===== src/rtl/spi_frame_latch.sv =====
module spi_frame_latch #(
  parameter int CLK_DIV      = 2,
  parameter int FRAME_BYTES  = 14,
  parameter int LATCH_CYCLES = 2,
  parameter int DW           = 8
) (
  input  logic          clk,
  input  logic          rst,
  input  logic [DW-1:0] in_data,
  input  logic          in_valid,
  output logic          in_ready,
  output logic          sck,
  output logic          mosi,
  output logic          latch_n,
  output logic          txe,
  output logic          bsy,
  output logic          frame_done
);
  localparam int DIV_W = $clog2(CLK_DIV + 1);
  localparam int CNT_W = $clog2(FRAME_BYTES + 1);
  localparam int LAT_W = $clog2(LATCH_CYCLES + 1);
  localparam int BIT_W = $clog2(DW);

  logic             hold_full, shifting, sck_q, done_q;
  logic [DW-1:0]    hold_data, shreg;
  logic [BIT_W-1:0] bitn;
  logic [DIV_W-1:0] div;
  logic [CNT_W-1:0] byte_cnt;
  logic [LAT_W-1:0] lat_cnt;

  wire latching  = lat_cnt != '0;
  wire accept    = in_valid && in_ready;
  wire tick      = shifting && (div == DIV_W'(CLK_DIV - 1));
  wire byte_end  = tick && sck_q && (bitn == BIT_W'(DW - 1));
  wire last_byte = byte_cnt == CNT_W'(FRAME_BYTES - 1);
  wire load      = hold_full && !latching && (!shifting || (byte_end && !last_byte));

  always_ff @(posedge clk) begin
    if (rst) begin
      hold_full <= 1'b0;
      hold_data <= '0;
      shifting  <= 1'b0;
      shreg     <= '0;
      bitn      <= '0;
      div       <= '0;
      sck_q     <= 1'b0;
      byte_cnt  <= '0;
      lat_cnt   <= '0;
      done_q    <= 1'b0;
    end else begin
      if (accept) begin
        hold_full <= 1'b1;
        hold_data <= in_data;
      end else if (load) begin
        hold_full <= 1'b0;
      end

      if (!shifting || load || tick) div <= '0;
      else                           div <= div + 1'b1;

      if (load) begin
        shifting <= 1'b1;
        shreg    <= hold_data;
        bitn     <= '0;
        sck_q    <= 1'b0;
      end else if (tick) begin
        if (!sck_q) begin
          sck_q <= 1'b1;
        end else begin
          sck_q <= 1'b0;
          if (bitn == BIT_W'(DW - 1)) shifting <= 1'b0;
          else begin
            shreg <= shreg << 1;
            bitn  <= bitn + 1'b1;
          end
        end
      end

      if (lat_cnt == LAT_W'(1))           byte_cnt <= '0;
      else if (byte_end && !last_byte)    byte_cnt <= byte_cnt + 1'b1;

      if (byte_end && last_byte) lat_cnt <= LAT_W'(LATCH_CYCLES);
      else if (latching)         lat_cnt <= lat_cnt - 1'b1;

      done_q <= lat_cnt == LAT_W'(1);
    end
  end

  assign in_ready   = !hold_full && !latching;
  assign txe        = !hold_full;
  assign bsy        = shifting;
  assign sck        = sck_q;
  assign mosi       = shifting && shreg[DW-1];
  assign latch_n    = !latching;
  assign frame_done = done_q;


  mosi_hold_chk: assert property (@(posedge clk) disable iff (rst) sck |-> $stable(mosi));

  txe_accept_chk: assert property (@(posedge clk) disable iff (rst) (in_valid && in_ready) |=> !txe);

  sck_busy_chk: assert property (@(posedge clk) disable iff (rst) sck |-> bsy);

  latch_after_shift_chk: assert property (@(posedge clk) disable iff (rst)
    $fell(latch_n) |-> (!bsy && $past(bsy)));

  latch_idle_chk: assert property (@(posedge clk) disable iff (rst) !latch_n |-> (!sck && !in_ready));

  done_after_latch_chk: assert property (@(posedge clk) disable iff (rst)
    frame_done |-> (latch_n && $past(!latch_n)));
endmodule


===== config.mk =====
export PLATFORM = sky130hd
export DESIGN_NAME = spi_frame_latch
export DESIGN_NICKNAME = d
export VERILOG_FILES = /design/src/rtl/spi_frame_latch.sv
export SDC_FILE = /design/constraint.sdc
export NUM_CORES = 1
export LEC_CHECK = 0
export ABC_AREA = 0
export ABC_CLOCK_PERIOD_IN_PS = 4300
export BUFFER_PORTS_ARGS = -buffer_cell sky130_fd_sc_hd__clkbuf_2
export CORE_UTILIZATION = 60
export CTS_CLUSTER_DIAMETER = 60
export DETAILED_ROUTE_END_ITERATION = 7
export PLACE_DENSITY = 0.82
export SETUP_SLACK_MARGIN = 0.3
export SLEW_MARGIN = 10
export SYNTH_ARGS = -nofsm -noshare
export SYNTH_HDL_FRONTEND = slang
export SYNTH_SLANG_ARGS = --single-unit

===== constraint.sdc =====
create_clock -name clk -period 4.3 [get_ports clk]
set_input_delay 0.215 -clock clk [delete_from_list [all_inputs] [get_ports clk]]
set_output_delay 0.215 -clock clk [all_outputs]
set_load 0.01 [all_outputs]

**Word-level counts from Yosys, hierarchy flattened**

Cells that the tools add are included.
W data, S select, Z words.

- Bits in read-only memories: 0
- Input bits: 11
- Output and inout port bits: 7
- Latch bits: 0
- Bits in registers: 31
- Bits in writable memories: 0
- Memories: 0

- Multiply operators: 0
- Bitwise logic cells: 1
- Reductions and logical operators: 30
- Divide/modulo/power cells: 0
- Multiplexer cells: 13
- Shifts and indexed selects: 0
- $lt $le $gt $ge: 0
- Eq/ne operators: 5
- Add/subtract/negate cells: 4

Operators by type and width:

| cell | count |
|---|---|
| $mux W8 | 4 |
| $reduce_bool A2 Y1 | 6 |
| $logic_and A1 B1 Y1 | 10 |
| $reduce_and A3 Y1 | 3 |
| $reduce_or A2 Y1 | 4 |
| $mux W1 | 7 |
| $add A4 B1 Y4 const B | 1 |
| $eq A2 B1 Y1 const B | 2 |
| $eq A4 B4 Y1 const B | 1 |
| $logic_not A1 Y1 | 4 |
| $mux W2 | 2 |
| $add A3 B1 Y3 const B | 1 |
| $eq A3 B3 Y1 const B | 1 |
| $logic_or A1 B1 Y1 | 3 |
| $add A2 B1 Y2 const B | 1 |
| $ne A2 B2 Y1 const B | 1 |
| $sub A2 B1 Y2 const B | 1 |
| $not A1 Y1 | 1 |

**Logic depth before layout (Yosys ltp)**

Gate-level depths: netlist of run 1.

- Depth after elaboration: 10
- Gate-level depth with buffers: 6
- Mapped depth without buffers: 5

**Worst setup path before layout of run 1**

Ideal clock, no wire load.

- Path type: reg2reg
- From: register byte_cnt[1]
- To: register shreg[1]
- Arrival time: 1.458 ns
- Path buffers: 1
- Cell stages (with the launch flop): 7
- Library setup time: 0.095 ns
- Setup slack: 2.746 ns
- Path through: dfxtp_1 -> inv_1 -> ha_1 -> and4_1 -> buf_6 -> a211o_4 -> a221oi_1

- Word-level cells in the longest chain between the ends: 7
- Elaborated cells on any way between the ends: 10
- Those cells by class: 2 x eq/ne; 1 x mux; 7 x reduce/logical

RTL lines:

| item | RTL line | text |
|---|---|---|
| start: declaration | 28 | `logic [CNT_W-1:0] byte_cnt;` |
| start signal: assignment | 80 | `else if (byte_end && !last_byte) byte_cnt <= byte_cnt + 1'b1;` |
| $eq A4 B4 Y1 * | 35 | `wire last_byte = byte_cnt == CNT_W'(FRAME_BYTES - 1);` |
| $logic_not A1 Y1 * | 36 | `wire load = hold_full && !latching && (!shifting \|\| (byte_end && !last_byte));` |
| $logic_and A1 B1 Y1 * | 36 |  |
| $logic_or A1 B1 Y1 * | 36 |  |
| $logic_and A1 B1 Y1 * | 36 |  |
| $ne A2 B2 Y1 (no source line) or $reduce_bool A2 Y1 (tied branches) | - |  |
| $reduce_and A3 Y1 (no source line) | - |  |
| end signal: assignment | 63 | `shreg <= hold_data;` |
| end signal: assignment | 73 | `shreg <= shreg << 1;` |
| end: declaration | 25 | `logic [DW-1:0] hold_data, shreg;` |

Every way passes the cells marked *; elsewhere a longest branch is shown, timed or not.
A chain may end at the register's enable or synchronous reset.

**Worst setup path after layout of run 1**

- From: register bitn[0]
- To: register shreg[1]

- Word-level cells in the longest chain between the ends: 7
- Elaborated cells on any way between the ends: 10
- Those cells by class: 2 x eq/ne; 1 x mux; 7 x reduce/logical

RTL lines:

| item | RTL line | text |
|---|---|---|
| start: declaration | 26 | `logic [BIT_W-1:0] bitn;` |
| start signal: assignment | 74 | `bitn <= bitn + 1'b1;` |
| $eq A3 B3 Y1 * | 34, 71 |  |
| $logic_and A1 B1 Y1 | 34 | `wire byte_end = tick && sck_q && (bitn == BIT_W'(DW - 1));` |
| $logic_and A1 B1 Y1 | 36 |  |
| $logic_or A1 B1 Y1 | 36 |  |
| $logic_and A1 B1 Y1 | 36 |  |
| $ne A2 B2 Y1 (no source line) or $reduce_bool A2 Y1 (tied branches) | - |  |
| $reduce_and A3 Y1 (no source line) | - |  |

Marked as above.

==> results of run 1 <==
## final timing paths
path,start,to,cells past startpoint
hold reg to reg,div[0]$_SDFF_PP0_,div[0]$_SDFF_PP0_,1
setup / recovery,bitn[0]$_SDFFE_PP0P_,shreg[1]$_SDFFE_PP0P_,5
setup reg to reg,bitn[0]$_SDFFE_PP0P_,shreg[1]$_SDFFE_PP0P_,5
hold / removal,in_data[6],hold_data[6]$_SDFFE_PP0P_,3
## worst max-delay path: stages, from the launching register on
cell	delay, ns
dfxtp_1	0.33
ha_1	0.21
ha_1	0.21
nand4b_1	0.64
mux2i_1	0.29
a221oi_1	0.32
## layout by cell type, fill, tap and decap left out, drive strengths merged
cell type | synthesis | layout
ha | 5 | 5
o21ai | 2 | 2
and4 | 1 | 1
clkbuf | 4 | 25
and2 | 1 | 1
nor2 | 8 | 8
mux2i | 10 | 10
a211o | 1 | 1
and3 | 1 | 1
nand3b | 1 | 1
nand2 | 19 | 19
nand3 | 3 | 3
or3 | 4 | 4
nand4b | 1 | 1
dfxtp | 31 | 31
o31ai | 2 | 2
a221oi | 7 | 7
o22ai | 1 | 1
o2bb2a | 1 | 1
or3b | 1 | 1
a2bb2oi | 1 | 1
nand4 | 1 | 1
a211oi | 1 | 1
inv | 3 | 3
or4b | 1 | 1
clkinv | 1 | 1
nor3 | 5 | 5
nor4b | 9 | 9
xor2 | 2 | 2
nand2b | 3 | 3
a21oi | 12 | 12
or2b | 1 | 1
## cells in the mapped netlist, types with 2 or more instances
library cell / number / area share
clkbuf_1: 2 / 0.0053
ha_1: 5 / 0.044
a221oi_1: 7 / 0.043
inv_1: 3 / 0.0079
nand2b_1: 3 / 0.013
xor2_1: 2 / 0.012
nor4b_1: 8 / 0.049
dfxtp_1: 31 / 0.44
a21oi_1: 12 / 0.042
nor3_1: 5 / 0.018
o21ai_0: 2 / 0.0071
mux2i_1: 10 / 0.071
or3_1: 4 / 0.018
o31ai_1: 2 / 0.011
buf_6: 2 / 0.016
nand3_1: 3 / 0.011
nand2_1: 19 / 0.050
nor2_1: 8 / 0.021
## through the flow
| step | hold slack, ns | worst slack (ns) |
|---|---|---|
| 5_1_grt | 0.09339 | 2.042 |
| 3_5_place_dp | 0.4108 | 2.231 |
| 6_report | 0.1070 | 2.211 |
| 4_1_cts | 0.09988 | 2.201 |
| 2_1_floorplan | 0.3510 | 2.746 |
| 3_3_place_gp | 0.4057 | 2.355 |
## cell type report
class                      count  area [um2]  share of cell area
timing repair buffer          17       85.08             0.05493
tap                           28       35.03             0.02262
multi-input combinational    105       724.4              0.4677
inverter                       4       15.01            0.009693
sequential                    31       620.6              0.4006
clock buffer                   8       68.82             0.04443
## per-layer routing
metal  share of wire  up-vias
met4          0.0070        0
met3           0.038        2
met1            0.51      506
met5               0        -
met2            0.44       27
li1                -      572
## flip-flops by register name, indices dropped and copies added (netlist names)
signal and flops:
sck 1, hold_full 1, byte_cnt 4, hold_data 8, bsy 1, div 2, bitn 3, shreg 8
lat_cnt 2, frame_done 1
## logic make-up after synthesis
| group | after synthesis |
|---|---|
| XOR/XNOR | 2 |
| multiplexers | 10 |
| flip-flops | 31 |
| AND/OR/NAND/NOR | 60 |
| buffers and inverters | 11 |
| adder cells (fa/ha/maj) | 5 |
| AO/OA/AOI/OAI | 28 |
## power by group through the flow
stage	logic, uW	clock network (uW)	registers (uW)
CTS	68.0	192	316
detailed placement	67.7	0	322
floorplan	54.8	0	318
finish	67.9	188	315
global route	76.2	205	318
global placement	65.3	0	322
==> impl_results.md, run 1 <==
- Worst VDD drop: 0.3161 mV
- Setup TNS: 0 ns
- Vias in the first global route: 968
- Cell count after synthesis: 147
- Clock buffer depth: 2
- Worst setup path class: flop to flop
- Tcrit/Tclk final: 0.4859
- Net Sw Frac: 0.2449
- Fillers: 185
- Drt first pass iters: 4
- Final setup viols: 0
- GR Util met1: 0.2911
- Largest net degree at the start of global routing: 30
- Status: finished, final reports clean
- Vias: 1107
- Post-Route WL: 2419 um
- Skew final: 0.007511 ns
- Reg clk slew, reported paths: 0.09 ns
- Clock root buffer: clkbuf_4
- Compound-Gate Fraction of Synth Area: 0.1421
- # diodes: 0
- Core box area: 2212 um2
- Mapped cell area: 1418 um2
- H-tree depth: 2
- Hold Fails Final Rpt: 0
- Synthesized area per cell: 9.644 um2
- Final core utilization: 0.7002
- Clk pwr share: 0.329
- Fmax: 478.7 MHz
- Synth cell types: 37
- Final GP Congestion: 0.7838
- Synth-to-layout area growth: 9.268%
- M2 GR Usage: 0.3400
- Worst EP required: 4.53 ns
- Drt initial violations: 21
- Initial Utilization: 0.6408
- Placed insts: 185
- Hpwl dp: 1738 um
- CTS tree: built
- Final cell count without fillers: 193
- Hold Crit Class: input port to flop
- GRT met3 Usage: 0.06364
- Final slew viol count: 0
- P per Cell Area: 368.6 nW/um2
- CTS Hold Buffers Added: 0
- Share of layout cells above drive strength 1: 0.1697
- Pwr Total: 571.0 uW
- Tmin final: 2.089 ns
- Number of synthesized flops with an enable pin: 0
- GRT Residual Overflow: 0
- Final instance area: 1549 um2
- CTS Buf Count: 5
- I/O Pins: 18
- FFs w/ async S/R, synth: 0
- ANT nets after route: 0
- Die area: 2561 um2
- WP data arrival: 2.32 ns
- Die X: 50.61 um
- CP Max Fanout: 11
- Die height: 50.61 um
- NumNets Final: 180
- Initial antenna violation count: 0
- Cell Rows: 17
- Main synth FF type: dfxtp_1
- DR DRC count: 0
- Max Cap Viol: 0
- Post-CTS Setup Inserts: 0
- Sequential area share after synthesis: 0.4378
- Slew HR: 0.5347
- Avg WL per Cell: 12.53 um
- Port bufs: 17
- Adder-Cell Fraction of Synth Area: 0.04413
- Synthesis Warnings: 0
- Via density per instance: 5.736
- Simple-Gate Fraction of Synth Area: 0.2418
- Gr busiest metal: met2
- Post-cts sizing count: 0
- NetSw: 139.8 uW
- Skew-Pair Late Insertion Delay: 0.32 ns
- Least-Margin Pin Slew: 0.6943 ns
- Internal cell power: 431.1 uW
- Main combinational cell family by area after synthesis: simple AND/OR/NAND/NOR gates
- Leak Pwr: 0.0006501 uW
- XOR/XNOR Fraction of Synth Area: 0.01236
- Placed Area: 1480 um2
- Post-synthesis mux area share: 0.07061
- RSZ-0062 raised after global routing: false
- Mapped Nets: 163
- Clock sink total: 31
- GRT Overall Usage: 0.2208
- Gate power share: 0.119
- #FFs+latches synth: 31
- Startpoint types: flop
- Worst reg2reg setup slack: 2.21 ns
- Global-route wire length before repair: 4195 um
- Flop pwr share: 0.552
- Crit. End Element: flop
(Power assumes the default switching activity.)
==> inputs of run 2 (changes only) <==
--- a/config.mk
+++ b/config.mk
@@ -6,12 +6,12 @@
 export NUM_CORES = 1
 export LEC_CHECK = 0
 export ABC_AREA = 0
-export ABC_CLOCK_PERIOD_IN_PS = 4300
+export ABC_CLOCK_PERIOD_IN_PS = 1900
 export BUFFER_PORTS_ARGS = -buffer_cell sky130_fd_sc_hd__clkbuf_2
-export CORE_UTILIZATION = 60
+export CORE_UTILIZATION = 50
 export CTS_CLUSTER_DIAMETER = 60
 export DETAILED_ROUTE_END_ITERATION = 7
-export PLACE_DENSITY = 0.82
+export PLACE_DENSITY = 0.73
 export SETUP_SLACK_MARGIN = 0.3
 export SLEW_MARGIN = 10
 export SYNTH_ARGS = -nofsm -noshare
==> constraint.sdc (replaced) <==
create_clock -name clk -period 1.9 [get_ports clk]
set_input_delay 0.095 -clock clk [delete_from_list [all_inputs] [get_ports clk]]
set_output_delay 0.095 -clock clk [all_outputs]
set_load 0.01 [all_outputs]
==> run 2 against run 1 <==
Design area rose by 11%. Routed wire length rose by 23%. Total power rose by 120%. Clock skew rose by 0.0043 ns. Core utilization fell by 3.0 points.
==> impl_results.md, run 2 (synthesized netlist as in run 1, its figures left out) <==
- Hold Crit Class: input port to flop
- Share of layout cells above drive strength 1: 0.2416
- RSZ-0062 raised after global routing: true
- Regs by FF count: hold_data (8), shreg (8), byte_cnt (4)
- Initial Utilization: 0.5521
- Crit. End Element: flop
- Post-Route WL: 2968 um
- Die X: 55.25 um
- NumNets Final: 193
- Tcrit/Tclk final: 0.8528
- P per Cell Area: 738.7 nW/um2
- Vias in the first global route: 1132
- Max Cap Viol: 0
- Fmax: 617.2 MHz
- CTS Buf Count: 5
- Pwr Total: 1271 uW
- Clock buffer depth: 2
- GRT Overall Usage: 0.2051
- Reg clk slew, reported paths: 0.10 ns
- GRT Residual Overflow: 0
- Tmin final: 1.620 ns
- DR DRC count: 0
- Core box area: 2567 um2
- Clock sink total: 31
- Clock root buffer: clkbuf_4
- Largest net degree at the start of global routing: 30
- Die area: 3052 um2
- Global-route wire length before repair: 4871 um
- # diodes: 0
- Most common cell after layout, fill and taps aside: dfxtp_1
- Hold Fails Final Rpt: 0
- Skew-Pair Late Insertion Delay: 0.34 ns
- Setup TNS: 0 ns
- Least-Margin Pin Slew: 0.6634 ns
- Worst setup path class: flop to flop
- Worst EP required: 2.15 ns
- Port bufs: 17
- Leak Pwr: 0.0006955 uW
- Via density per instance: 5.678
- Die height: 55.25 um
- ANT nets after route: 0
- Drt initial violations: 17
- Slew HR: 0.5566
- CP Max Fanout: 5
- Final GP Congestion: 0.7603
- Final core utilization: 0.6701
- Skew final: 0.01178 ns
- Vias: 1181
- CTS tree: built
- Hpwl dp: 1849 um
- Worst VDD drop: 0.5076 mV
- I/O Pins: 18
- Final setup viols: 0
- H-tree depth: 2
- Avg WL per Cell: 14.27 um
- Final slew viol count: 0
- Initial antenna violation count: 0
- Cell Rows: 18
- Status: finished, final reports clean
- WP data arrival: 1.88 ns
- Drt first pass iters: 4
- Commonest cells after routing, fill and taps aside: 26 x dfxtp_1, 19 x nand2_1, 17 x clkbuf_2
- Startpoint types: flop
- Synth-to-layout area growth: 21.36%
run 2: stage by stage:
| stage | hold WS, ns | worst slack, ns | cell area [um2] | cells |
|---|---|---|---|---|
| after floorplan | 0.2310 | 0.3461 | 1418 | 147 |
| after global placement | 0.3185 | 0.2039 | 1490 | 188 |
| after detailed placement | 0.3251 | 0.1357 | 1490 | 188 |
| after CTS | 0.2013 | 0.2906 | 1703 | 208 |
| after global routing | 0.2245 | 0.2246 | 1720 | 208 |
| final | 0.2181 | 0.2797 | 1720 | 208 |
run 2: path summary, 6_finish.rpt:
path / start / endpoint / slack (ns) / cells past startpoint
worst max register to register: bitn[0]$_SDFFE_PP0P_ / shreg[2]$_SDFFE_PP0P_ / 0.28 / 6
worst max-delay path: bitn[0]$_SDFFE_PP0P_ / shreg[2]$_SDFFE_PP0P_ / 0.28 / 6
worst min-delay path: in_valid / hold_data[3]$_SDFFE_PP0P_ / 0.22 / 4
worst min register to register: div[0]$_SDFF_PP0_ / div[0]$_SDFF_PP0_ / 0.43 / 1
run 2: power breakdown:
group / switching, uW / total (uW) / internal (uW)
logic: 94.7 / 182 / 87.7
clock network: 227 / 371 / 144
registers: 29.8 / 717 / 688
run 2: per-layer routing:
| metal | global-route usage | up-vias | part of all wire |
|---|---|---|---|
| li1 | - | 596 | - |
| met4 | 0.1179 | 0 | 0.015 |
| met2 | 0.3425 | 26 | 0.51 |
| met1 | 0.2385 | 554 | 0.44 |
| met5 | 0 | - | 0 |
| met3 | 0.04918 | 5 | 0.033 |
run 2: timing repair:
item	in CTS	in global routing
setup buffers	3	0
endpoints found under the setup margin	18	11
pin swaps	5	2
hold endpoints to repair	8	0
cloned	1	0
hold buffers	8	0
gates resized for setup	13	6
run 2: critical path, stage by stage (launching register included):
cell and delay, ns:
dfxtp_2 0.35, ha_4 0.16, ha_4 0.17, nand4b_1 0.23
buf_4 0.21, mux2i_1 0.14, a221oi_2 0.28
run 2: final cells by class:
type / count / area [um2]
well taps: 30 / 37.54
multi-input cells: 105 / 784.5
inverters: 4 / 15.01
clock inverters: 1 / 5.005
repair buffers: 30 / 206.4
flip-flops and latches: 31 / 626.9
clock buffers: 7 / 45.04
fillers: 237 / 847.1
